<file path="src/rtl/llsc_pkg.sv">
package llsc_pkg;
  typedef enum logic [1:0] {
    OP_LOAD  = 2'd0,
    OP_STORE = 2'd1,
    OP_LINK  = 2'd2,
    OP_COND  = 2'd3
  } mem_op_e;
endpackage

</file>
<file path="src/rtl/llsc_rsv_slot.sv">
// One hart's reservation: valid flag plus reserved word address.
module llsc_rsv_slot #(
  parameter int WORD_W = 30
) (
  input  logic              clk,
  input  logic              rst_n,
  input  logic              drop_i,      // exception return for this hart
  input  logic              link_i,      // own load-linked
  input  logic              own_cond_i,  // own store-conditional
  input  logic [WORD_W-1:0] req_word_i,
  input  logic              wr_i,        // local write performed this cycle
  input  logic              snp_i,
  input  logic [WORD_W-1:0] snp_word_i,
  output logic              vld_o,
  output logic [WORD_W-1:0] word_o
);
  logic              vld_q, vld_d;
  logic [WORD_W-1:0] word_q;
  logic              word_en;
  logic              wr_hit, snp_hit;

  assign wr_hit  = wr_i  && (word_q == req_word_i);
  assign snp_hit = snp_i && (word_q == snp_word_i);
  assign word_en = link_i && !drop_i;

  always_comb begin
    vld_d = vld_q;
    if (drop_i)                 vld_d = 1'b0;
    else if (link_i)            vld_d = 1'b1;
    else if (own_cond_i)        vld_d = 1'b0;
    else if (wr_hit || snp_hit) vld_d = 1'b0;
  end

  always_ff @(posedge clk or negedge rst_n) begin
    if (!rst_n) begin
      vld_q  <= 1'b0;
      word_q <= '0;
    end else begin
      vld_q <= vld_d;
      if (word_en) word_q <= req_word_i;
    end
  end

  assign vld_o  = vld_q;
  assign word_o = word_q;
endmodule

</file>
<file path="src/rtl/llsc_cond_eval.sv">
// Decides whether the current store-conditional may write.
module llsc_cond_eval #(
  parameter int NUM_HARTS = 2,
  parameter int HART_W    = 1,
  parameter int WORD_W    = 30
) (
  input  logic [NUM_HARTS-1:0]             vld_i,
  input  logic [NUM_HARTS-1:0][WORD_W-1:0] word_i,
  input  logic                             cond_i,
  input  logic [HART_W-1:0]                hart_i,
  input  logic [WORD_W-1:0]                req_word_i,
  input  logic                             snp_i,
  input  logic [WORD_W-1:0]                snp_word_i,
  input  logic                             drop_i,
  input  logic [HART_W-1:0]                drop_hart_i,
  output logic                             ok_o
);
  logic              sel_vld;
  logic [WORD_W-1:0] sel_word;

  always_comb begin
    sel_vld  = 1'b0;
    sel_word = '0;
    for (int k = 0; k < NUM_HARTS; k++) begin
      if (hart_i == HART_W'(k)) begin
        sel_vld  = vld_i[k];
        sel_word = word_i[k];
      end
    end
  end

  assign ok_o = cond_i && sel_vld && (sel_word == req_word_i)
             && !(snp_i && (snp_word_i == req_word_i))
             && !(drop_i && (drop_hart_i == hart_i));
endmodule

</file>
<file path="src/rtl/llsc_rsv_monitor.sv">
module llsc_rsv_monitor #(
  parameter int NUM_HARTS  = 2,
  parameter int ADDR_W     = 32,
  parameter int XLEN       = 32,
  parameter int WORD_BYTES = 4,
  localparam int HART_W    = (NUM_HARTS > 1) ? $clog2(NUM_HARTS) : 1,
  localparam int OFFS_W    = $clog2(WORD_BYTES),
  localparam int WORD_W    = ADDR_W - OFFS_W
) (
  input  logic              clk,
  input  logic              rst_n,
  input  logic              req_valid,
  input  logic [HART_W-1:0] req_hart,
  input  logic [1:0]        req_op,
  input  logic [ADDR_W-1:0] req_addr,
  input  logic              snp_valid,
  input  logic [ADDR_W-1:0] snp_addr,
  input  logic              eret_valid,
  input  logic [HART_W-1:0] eret_hart,
  output logic              mem_we,
  output logic              sc_valid,
  output logic [XLEN-1:0]   sc_result
);
  import llsc_pkg::*;

  // reset: asserted asynchronously, released on a clock edge
  logic [1:0] rst_sync_q;
  logic       rst_int_n;
  always_ff @(posedge clk or negedge rst_n) begin
    if (!rst_n) rst_sync_q <= 2'b00;
    else        rst_sync_q <= {rst_sync_q[0], 1'b1};
  end
  assign rst_int_n = rst_sync_q[1];

  mem_op_e                        op;
  logic [WORD_W-1:0]              req_word, snp_word;
  logic                           is_store, is_link, is_cond, cond_ok, wr_any;
  logic [NUM_HARTS-1:0]           slot_vld;
  logic [NUM_HARTS-1:0][WORD_W-1:0] slot_word;

  assign op       = mem_op_e'(req_op);
  assign req_word = req_addr[ADDR_W-1:OFFS_W];
  assign snp_word = snp_addr[ADDR_W-1:OFFS_W];
  assign is_store = req_valid && (op == OP_STORE);
  assign is_link  = req_valid && (op == OP_LINK);
  assign is_cond  = req_valid && (op == OP_COND);

  llsc_cond_eval #(
    .NUM_HARTS(NUM_HARTS), .HART_W(HART_W), .WORD_W(WORD_W)
  ) u_eval (
    .vld_i(slot_vld), .word_i(slot_word), .cond_i(is_cond), .hart_i(req_hart),
    .req_word_i(req_word), .snp_i(snp_valid), .snp_word_i(snp_word),
    .drop_i(eret_valid), .drop_hart_i(eret_hart), .ok_o(cond_ok)
  );

  assign wr_any = is_store || cond_ok;

  for (genvar g = 0; g < NUM_HARTS; g++) begin : g_slot
    logic mine;
    assign mine = (req_hart == HART_W'(g));
    llsc_rsv_slot #(.WORD_W(WORD_W)) u_slot (
      .clk        (clk),
      .rst_n      (rst_int_n),
      .drop_i     (eret_valid && (eret_hart == HART_W'(g))),
      .link_i     (is_link && mine),
      .own_cond_i (is_cond && mine),
      .req_word_i (req_word),
      .wr_i       (wr_any),
      .snp_i      (snp_valid),
      .snp_word_i (snp_word),
      .vld_o      (slot_vld[g]),
      .word_o     (slot_word[g])
    );
  end

  assign mem_we    = wr_any;
  assign sc_valid  = is_cond;
  assign sc_result = XLEN'(cond_ok);
endmodule

</file>
<file path="config.mk">
export PLATFORM = sky130hd
export DESIGN_NAME = llsc_rsv_monitor
export DESIGN_NICKNAME = d
export VERILOG_FILES = /design/src/rtl/llsc_pkg.sv /design/src/rtl/llsc_rsv_slot.sv /design/src/rtl/llsc_cond_eval.sv /design/src/rtl/llsc_rsv_monitor.sv
export SDC_FILE = /design/constraint.sdc
export NUM_CORES = 1
export LEC_CHECK = 0
export BUFFER_PORTS_ARGS = -buffer_cell sky130_fd_sc_hd__clkbuf_2
export CAP_MARGIN = 20
export CORE_UTILIZATION = 50
export DETAILED_ROUTE_END_ITERATION = 16
export GPL_TIMING_DRIVEN = 0
export PLACE_DENSITY = 0.85
export SYNTH_ARGS = -nofsm -noshare
export SYNTH_HDL_FRONTEND = slang
export SYNTH_SLANG_ARGS = --single-unit
</file>
<file path="constraint.sdc">
create_clock -name clk -period 1.8 [get_ports clk]
set_clock_uncertainty 0.05 [all_clocks]
set_input_delay 0.09 -clock clk [delete_from_list [all_inputs] [get_ports clk]]
set_output_delay 0.09 -clock clk [all_outputs]
set_load 0.03 [all_outputs]
</file>
==> results.yml, run 1 <==
synthesis:
  syn_inst: 460
  synth_area_per_cell_um2: 10.5
  yosysSeqAreaShare_pct: 33.3
  synthAdderAreaFrac_pct: 0
  synth_top_family_by_area: "XOR/XNOR gates"
  synth_compound_gate_area_share_pct: 1.82
  ys_top_cells_by_area: "dfrtp_1 (33%), xnor2_1 (26%), mux2_2 (14%), buf_4 (5.0%), nand4_1 (4.7%)"
  synth_xor_area_share_pct: 29.5
  ys_ff_latch: 64
  synth_top_area_share_pct: 33.3
  yosys.area_share.simple_pct: 11.3
  yosys.area.top_type: "dfrtp_1"
  synth.mux.area_fraction_pct: 16.7
  yosys_warnings: 0
  netlist_area_mm2: 0.00482
  ys_types: 34
finish:
  finalNetCount: 661
  fin_area_mm2: 0.00597
  most-common-layout-cells: "xnor2_1 (141), dfrtp_1 (63), mux2_2 (59), clkbuf_2 (57), buf_4 (57)"
  nFillCells: 786
  layout_commonest_cell: "xnor2_1"
  seqCellArea_mm2: 0.00160
  area_delta_synth_final_pct: 24.0
  multi_input_area_mm2: 0.00311
  n_antenna_cell: 0
  drive_above_1_share_pct: 36.8
min_path:
  hp-class: "in -> reg"
cts:
  root_buffer: "clkbuf_8"
  cts_max_path_buffers: 2
  clkTransAtPathRegs_ps: 70
  cts.htree.levels: 3
  cts_tree: "yes"
  clock-sinks: 64
  insertion_delay_ps: 350
  numCtsBuffers: 9
timing:
  worst_slack_ps: -697
  period_share_pct: 139
  fin_tns_setup_ps: -1980
  rsz0062_at_grt: "true"
  tightest_slew_ps: 866
  hold_violations: 0
  slew_headroom_pct: 42.2
  hold_ws_ps: 18.9
  max_clock_freq_ghz: 0.401
  setup_violations: 4
  period_needed_ps: 2500
  slew_violations: 0
critical_path:
  cp_common_cell: "buf_4"
  cp.arrival_ps: 2360
  path_class: "reg -> out"
  critPathRequiredTime_ps: 1660
  cp_num_buf_inv: 3
  setup.worst_path.start_class: "flip-flop"
  max_stage_delay_ps: 420
  end_kind: "output pin"
  crit_fanout: 3
  worstPathCellList: "xnor2_2 > nand4_1 > mux2i_1 > buf_4 > nand3b_1 > nor4b_4 > buf_4 > buf_6"
  critPathTopFamily: "simple AND/OR/NAND/NOR gates"
  crit_slowest_cell: "dfrtp_1"
detailed_routing:
  drt_first_iter_violations: 199
  ant_nets: 0
  firstDrtPassIters: 5
  wl_mm: 13.6
  vias_per_cell: 5.47
  wire_per_inst_um: 18.8
  via_count: 3943
  drc: 0
run:
  maxCapViolCount: 0
placed_design:
  gp_congestion: 1.08
  portBuffers: 58
  place_ws_ps: -651
  dp_hpwl_mm: 10.3
  place_area_mm2: 0.00541
outcome:
  status: "complete, but fails checks"
  failed_checks: "negative setup slack"
die:
  fp.dieH_um: 100
  row_count: 35
  io_pins: 107
  die_w_um: 100
  dieArea_mm2: 0.0100
  core_area_mm2: 0.00928
  initial_core_util_pct: 51.9
pwr:
  p_leak_nw: 2.44
  cellPowerDensity_mw_per_mm2: 956
  peakVddDrop_mv: 0.680
global_route:
  gr-usage-all-layers_pct: 28.0
  overflow: 0
  grt_pass1_vias: 3960
  grt_pass1_wl_mm: 20.8
  grt_max_degree: 33
  antenna_found_initial: 0
==> state kept, by name (all words and copies together), names as in the netlist <==
register / flops
g_slot.u_slot.vld_o: 2
g_slot.u_slot.word_o: 60
rst_sync_q: 2
==> layer usage <==
metal	wire, um	track usage [%]	part of all wire (%)
met1	5640	35.0	42
met2	6650	47.8	49
met3	880	5.22	6.5
met4	411	11.3	3.0
met5	0	0	0
==> layout make-up <==
type,count,share of cell area (%)
multi-input combinational,372,52.1
timing repair buffer,87,9.13
buffer,53,5.85
clock buffer,12,2.60
inverter,1,0.0629
clock inverter,3,0.712
tap,129,2.70
sequential,64,26.8
==> kinds of logic after synthesis <==
family,count (synthesis)
flip-flops,64
XOR/XNOR,162
buffers and inverters,54
AND/OR/NAND/NOR,93
AO/OA/AOI/OAI,12
other,2
multiplexers,73
==> what timing repair did <==
item,in CTS,in global routing
buffers inserted,23,9
endpoints found under the setup margin,4,36
hold buffers,2,0
resized for setup,23,11
endpoints found under the hold margin,2,0
pin swaps,18,14
==> per-stage QoR <==
step	util, %	total power, mW	instances
after floorplan	-	3.58	490
after global placement	58.1	4.06	677
after detailed placement	58.3	4.14	678
after CTS	63.7	5.59	717
after global routing	64.3	5.97	721
final	64.3	5.71	721
==> worst reg2reg max path: stages, from the launching register on <==
cell and delay, ps:
dfrtp_1 420, xnor2_2 210, nand4_1 230, mux2i_1 250, o211ai_1 170, a2111oi_4 370
buf_4 190, o211ai_1 80
==> cell usage after synthesis <==
cell       number
nand3b_1        1
mux2_1          1
nand3_1         7
o211ai_1        3
buf_4          32
nor4_2          1
nor4b_1         2
a21oi_1         3
nor3_1          7
buf_6           1
nor4b_2         1
mux2_2         59
nand2_1        13
xor2_1         18
a2111oi_2       1
o21ai_0         2
buf_12          1
clkbuf_1       12
o2111ai_1       2
xnor2_1       144
or2_2           1
conb_1          2
mux2i_1        13
buf_1           3
dfrtp_1        64
or3_1           1
nor4_1         16
nand2b_1        1
nand4_1        36
o21bai_1        1
inv_1           1
nand4b_1        1
buf_2           4
nor2_1          5
==> final timing paths <==
path	start	endpoint	slack, ps	cells past startpoint
min in group asynchronous	rst_sync_q[1]$_DFF_PN0_	g_slot[0].u_slot.word_o[15]$_DFFE_PN0P_	290	0
max in group asynchronous	rst_sync_q[1]$_DFF_PN0_	g_slot[1].u_slot.word_o[10]$_DFFE_PN0P_	770	1
setup reg to reg	g_slot[1].u_slot.word_o[7]$_DFFE_PN0P_	g_slot[1].u_slot.vld_o$_DFFE_PN0P_	-340	7
hold reg to reg	rst_sync_q[1]$_DFF_PN0_	g_slot[0].u_slot.word_o[15]$_DFFE_PN0P_	290	0
setup / recovery	g_slot[1].u_slot.word_o[7]$_DFFE_PN0P_	sc_result[0]	-700	8
hold / removal	req_addr[15]	g_slot[1].u_slot.word_o[13]$_DFFE_PN0P_	20	2
==> where the power goes <==
group / leakage (nW) / switching (mW) / internal, mW
clock network: 0.0985 / 0.573 / 0.706
registers: 0.768 / 0.394 / 1.77
logic: 1.58 / 1.07 / 1.19
total: 2.44 / 2.04 / 3.67
(Power assumes the default switching activity.)
==> inputs of run 2 (changes only) <==
--- a/config.mk
+++ b/config.mk
@@ -7,6 +7,7 @@
 export LEC_CHECK = 0
 export BUFFER_PORTS_ARGS = -buffer_cell sky130_fd_sc_hd__clkbuf_2
 export CAP_MARGIN = 20
+export CORE_ASPECT_RATIO = 1.1
 export CORE_UTILIZATION = 50
 export DETAILED_ROUTE_END_ITERATION = 16
 export GPL_TIMING_DRIVEN = 0
==> run 2 against run 1 <==
The run still ends with negative setup slack left. Worst hold slack got worse by 6.9 ps. Utilization is 1.2 points lower. Final cell count down 2.2%. Setup slack worse by 5.4 ps. Critical path type unchanged.
==> results.yml, run 2 (synthesis gave the netlist of run 1 again) <==
outcome:
  status: "complete, but fails checks"
  failed_checks: "negative setup slack"
critical_path:
  max_stage_delay_ps: 430
  setup.worst_path.start_class: "flip-flop"
  cp.arrival_ps: 2360
  end_kind: "output pin"
  crit_slowest_cell: "a2111oi_4"
  path_class: "reg -> out"
  worstPathCellList: "mux2i_1 > xnor2_1 > nor4_2 > buf_4 > o2111ai_4 > a2111oi_4 > o21bai_4 > buf_8"
  critPathRequiredTime_ps: 1660
  crit_fanout: 4
timing:
  setup_violations: 11
  period_share_pct: 139
  hold_violations: 0
  slew_violations: 0
  rsz0062_at_grt: "true"
  fin_tns_setup_ps: -1980
  slew_headroom_pct: 44.2
  worst_slack_ps: -702
  tightest_slew_ps: 837
  max_clock_freq_ghz: 0.400
  period_needed_ps: 2500
finish:
  layout_commonest_cell: "xnor2_1"
  largest_reg_flops: 60
  area_delta_synth_final_pct: 22.6
  fin_area_mm2: 0.00591
  n_antenna_cell: 0
  final_cells: 705
  finalNetCount: 656
  most-common-layout-cells: "xnor2_1 (142), dfrtp_1 (61), mux2_2 (59), clkbuf_2 (57), buf_4 (53)"
  nFillCells: 796
  drive_above_1_share_pct: 35.7
pwr:
  seq_power_share_pct: 37.2
  pwr-share-clk_pct: 24.0
  cellPowerDensity_mw_per_mm2: 979
  p_int_mw: 3.76
  peakVddDrop_mv: 0.697
  combPwrFrac_pct: 38.8
  swShare_pct: 35.0
  p_leak_nw: 2.40
  p_switching_mw: 2.02
cts:
  cts_max_path_buffers: 2
  clkTransAtPathRegs_ps: 70
  root_buffer: "clkbuf_8"
  cts.htree.levels: 3
  insertion_delay_ps: 360
  cts_tree: "yes"
  clock-sinks: 64
  numCtsBuffers: 9
global_route:
  grt_pass1_wl_mm: 20.7
  antenna_found_initial: 0
  grt_pass1_vias: 4031
  overflow: 0
  grt_max_degree: 33
  gr-usage-all-layers_pct: 28.6
detailed_routing:
  drt_first_iter_violations: 156
  firstDrtPassIters: 4
  met1_length_mm: 5.11
  via_count: 3836
  routed-wl-met3_um: 968
  vias_per_cell: 5.44
  wire_per_inst_um: 19.1
  ant_nets: 0
  wl_met2_mm: 6.76
  wl_mm: 13.5
  maxUsedRoutingLayer: "met4"
  drc: 0
die:
  fp.dieH_um: 105
  io_pins: 107
  row_count: 37
  core_area_mm2: 0.00935
  initial_core_util_pct: 51.5
  die_w_um: 95.6
  dieArea_mm2: 0.0100
placed_design:
  gp_congestion: 0.975
  portBuffers: 58
  dpl.cell_count: 666
  place_area_mm2: 0.00540
  dp_hpwl_mm: 10.4
min_path:
  hp-class: "in -> reg"
run:
  maxCapViolCount: 0
-- run 2: cell count changes in the layout (fill, tap and decap cells not counted), sizes merged --
cell	change
clkbuf	+1
clkinvlp	-1
buf	-5
bufinv	+1
-- run 2: layout make-up --
| cell class | count | area [um2] | area share (%) |
|---|---|---|---|
| plain buffers | 53 | 349 | 5.91 |
| clock buffers | 13 | 149 | 2.52 |
| clock inverters | 3 | 65.1 | 1.10 |
| inverters | 1 | 3.75 | 0.0636 |
| multi-input cells | 372 | 3080 | 52.1 |
| flip-flops and latches | 64 | 1610 | 27.2 |
| well taps | 117 | 146 | 2.48 |
| repair buffers | 82 | 508 | 8.60 |
-- run 2: worst max-delay path, delay by kind of cell, from the launching register on --
kind / cells / cell delay, ps
AO/OA/AOI/OAI: 3 / 730
flip-flops: 1 / 420
buffers and inverters: 2 / 310
AND/OR/NAND/NOR: 1 / 260
multiplexers: 1 / 160
XOR/XNOR: 1 / 110
-- run 2: power groups by stage --
stage	Sequential, mW	Clock, mW	Combinational, mW
after floorplan	2.14	0	1.44
after global routing	2.19	1.43	2.39
final	2.15	1.39	2.25
after global placement	2.20	0	1.86
after detailed placement	2.22	0	1.93
after CTS	2.15	1.40	2.16
-- run 2: final timing paths --
kind,start,endpoint,slack (ps),depth (start not counted)
worst min register to register,rst_sync_q[1]$_DFF_PN0_,g_slot[0].u_slot.word_o[13]$_DFFE_PN0P_,300,0
worst max-delay path,g_slot[0].u_slot.word_o[18]$_DFFE_PN0P_,mem_we,-700,8
max in group asynchronous,rst_sync_q[1]$_DFF_PN0_,g_slot[1].u_slot.word_o[23]$_DFFE_PN0P_,770,1
worst max register to register,g_slot[0].u_slot.word_o[18]$_DFFE_PN0P_,g_slot[1].u_slot.vld_o$_DFFE_PN0P_,-350,8
min in group asynchronous,rst_sync_q[1]$_DFF_PN0_,g_slot[0].u_slot.word_o[13]$_DFFE_PN0P_,300,0
worst min-delay path,req_addr[31],g_slot[0].u_slot.word_o[29]$_DFFE_PN0P_,10,2
-- run 2: timing repair --
action / in CTS / in global routing
pin swaps: 14 / 11
setup buffers: 17 / 5
resized for setup: 15 / 11
hold endpoints to repair: 2 / 0
hold buffers: 2 / 0
setup endpoints to repair: 6 / 42
cloned: 0 / 0
-- run 2: per-layer routing --
layer	GRT usage, %	vias to the layer above
met2	47.8	175
met5	0	-
met1	33.1	1841
li1	-	1785
met4	18.0	0
met3	5.09	35
-- run 2: through the flow --
stage                     hold WS (ps)  power, mW  worst slack [ps]  utilization, %
final                             12.0       5.78              -702            63.2
after global routing              37.3       6.02              -780            63.2
after CTS                         10.2       5.71              -642            62.5
after detailed placement          -171       4.15              -573            57.7
after global placement            -174       4.06              -615            57.5
after floorplan                   -256       3.58             -68.4               -
==> inputs of run 3 (changes only) <==
--- a/config.mk
+++ b/config.mk
@@ -5,13 +5,13 @@
 export SDC_FILE = /design/constraint.sdc
 export NUM_CORES = 1
 export LEC_CHECK = 0
-export BUFFER_PORTS_ARGS = -buffer_cell sky130_fd_sc_hd__clkbuf_2
 export CAP_MARGIN = 20
 export CORE_ASPECT_RATIO = 1.1
-export CORE_UTILIZATION = 50
+export CORE_UTILIZATION = 30
 export DETAILED_ROUTE_END_ITERATION = 16
+export DONT_BUFFER_PORTS = 1
 export GPL_TIMING_DRIVEN = 0
-export PLACE_DENSITY = 0.85
+export PLACE_DENSITY = 0.53
 export SYNTH_ARGS = -nofsm -noshare
 export SYNTH_HDL_FRONTEND = slang
 export SYNTH_SLANG_ARGS = --single-unit
==> run 3 against run 2 <==
The flow still finishes with violations (negative setup slack). Critical path type unchanged. Cell area shrank 0.95%. Critical endpoint unchanged. Sequential share of layout area is 0.26 points higher. Total power down 0.58%.
==> results.yml, run 3 (synthesis gave the netlist of run 1 again) <==
global_route:
  grt_pass1_vias: 3758
  grt_max_degree: 63
  overflow: 0
  gr-usage-all-layers_pct: 18.6
  grt_pass1_wl_mm: 22.0
  antenna_found_initial: 0
critical_path:
  crit_slowest_cell: "a2111oi_4"
  cp.arrival_ps: 2260
  crit_fanout: 2
  setup.worst_path.start_class: "flip-flop"
  max_stage_delay_ps: 460
  end_kind: "output pin"
  worstPathCellList: "mux2i_1 > xnor2_1 > nor4_2 > buf_4 > o2111ai_4 > a2111oi_4 > o21bai_4"
  path_class: "reg -> out"
  critPathRequiredTime_ps: 1660
placed_design:
  portBuffers: 0
  dp_hpwl_mm: 11.3
  place_ws_ps: -557
  gp_congestion: 0.930
finish:
  most-common-layout-cells: "xnor2_1 (144), dfrtp_1 (63), mux2_2 (59), buf_4 (43), nand4_1 (36)"
  layout_commonest_cell: "xnor2_1"
  n_antenna_cell: 0
  finish.utilization_pct: 37.3
  nFillCells: 1569
  area_delta_synth_final_pct: 21.5
  drive_above_1_share_pct: 25.5
  largest_reg_flops: 60
  finalNetCount: 607
cts:
  clock-sinks: 64
  root_buffer: "clkbuf_16"
  cts.htree.levels: 3
  insertion_delay_ps: 330
  cts_max_path_buffers: 2
  clkTransAtPathRegs_ps: 50
  cts_tree: "yes"
  numCtsBuffers: 9
die:
  initial_core_util_pct: 30.7
  io_pins: 107
  dieArea_mm2: 0.0166
  core_area_mm2: 0.0157
  die_w_um: 123
  row_count: 48
  fp.dieH_um: 135
pwr:
  peakVddDrop_mv: 0.441
  cellPowerDensity_mw_per_mm2: 983
  p_leak_nw: 2.21
timing:
  rsz0062_at_grt: "true"
  fin_tns_setup_ps: -1710
  tightest_slew_ps: 860
  worst_slack_ps: -599
  setup_violations: 4
  slew_headroom_pct: 42.7
  period_needed_ps: 2400
  period_share_pct: 133
  max_clock_freq_ghz: 0.417
  slew_violations: 0
  hold_violations: 0
min_path:
  hp-class: "in -> reg"
detailed_routing:
  vias_per_cell: 4.80
  drc: 0
  wire_per_inst_um: 19.8
  wl_mm: 14.6
  via_count: 3540
  firstDrtPassIters: 4
  drt_first_iter_violations: 203
  ant_nets: 0
run:
  maxCapViolCount: 0
outcome:
  failed_checks: "negative setup slack"
  status: "complete, but fails checks"
-- run 3: stage by stage --
step / hold WS, ps / cell area [um2] / power [mW] / instances
final: 39.6 / 5850 / 5.75 / 738
after global routing: 39.1 / 5850 / 6.06 / 738
after detailed placement: -255 / 5190 / 4.02 / 690
after floorplan: -256 / 4940 / 3.58 / 490
after CTS: 0.277 / 5810 / 5.75 / 735
after global placement: -256 / 5190 / 3.99 / 690
-- run 3: final timing paths --
check / startpoint / end / slack [ps] / cells after the start
worst max-delay path: g_slot[0].u_slot.word_o[20]$_DFFE_PN0P_ / mem_we / -600 / 7
worst max register to register: g_slot[0].u_slot.word_o[20]$_DFFE_PN0P_ / g_slot[1].u_slot.vld_o$_DFFE_PN0P_ / -380 / 8
min in group asynchronous: rst_sync_q[1]$_DFF_PN0_ / g_slot[0].u_slot.word_o[13]$_DFFE_PN0P_ / 370 / 0
max in group asynchronous: rst_sync_q[1]$_DFF_PN0_ / g_slot[0].u_slot.word_o[5]$_DFFE_PN0P_ / 730 / 0
worst min-delay path: req_op[1] / g_slot[0].u_slot.vld_o$_DFFE_PN0P_ / 40 / 3
worst min register to register: rst_sync_q[0]$_DFF_PN0_ / rst_sync_q[1]$_DFF_PN0_ / 300 / 0
-- run 3: per-layer routing --
metal | GRT usage, % | up-vias | wire (um)
met2 | 30.8 | 121 | 7120
met1 | 22.1 | 1704 | 6110
met3 | 5.87 | 21 | 965
met5 | 0 | - | 0
li1 | - | 1694 | -
met4 | 7.72 | 0 | 409
-- run 3: layout make-up --
type                       count  area (um2)  area share, %
tap                          200         250           4.28
clock buffer                  14         254           4.34
inverter                       1        3.75         0.0642
timing repair buffer          33         300           5.13
buffer                        53         355           6.07
clock inverter                 1        5.00         0.0856
sequential                    64        1610           27.4
multi-input combinational    372        3080           52.6
-- run 3: what timing repair did --
item | 4_1_cts | 5_1_grt
pin swaps | 7 | 5
setup endpoints to repair | 30 | 52
gates resized for setup | 15 | 6
hold endpoints to repair | 38 | 1
hold buffers | 20 | 1
gates cloned | 0 | 0
buffers inserted | 10 | 3
-- run 3: where the power goes --
| group | switching, mW | internal [mW] | total (mW) | leakage, nW |
|---|---|---|---|---|
| sequential | 0.389 | 1.78 | 2.17 | 0.768 |
| clock | 0.606 | 0.960 | 1.57 | 0.127 |
| combinational | 0.926 | 1.09 | 2.02 | 1.32 |
| total | 1.92 | 3.83 | 5.75 | 2.21 |
-- run 3: worst max-delay path, delay by kind of cell, from the launching register on --
kind | cells | cell delay, ps
flops | 1 | 380
simple gates | 1 | 270
mux | 1 | 170
buf+inv | 1 | 180
xor+xnor | 1 | 100
compound gates | 3 | 830
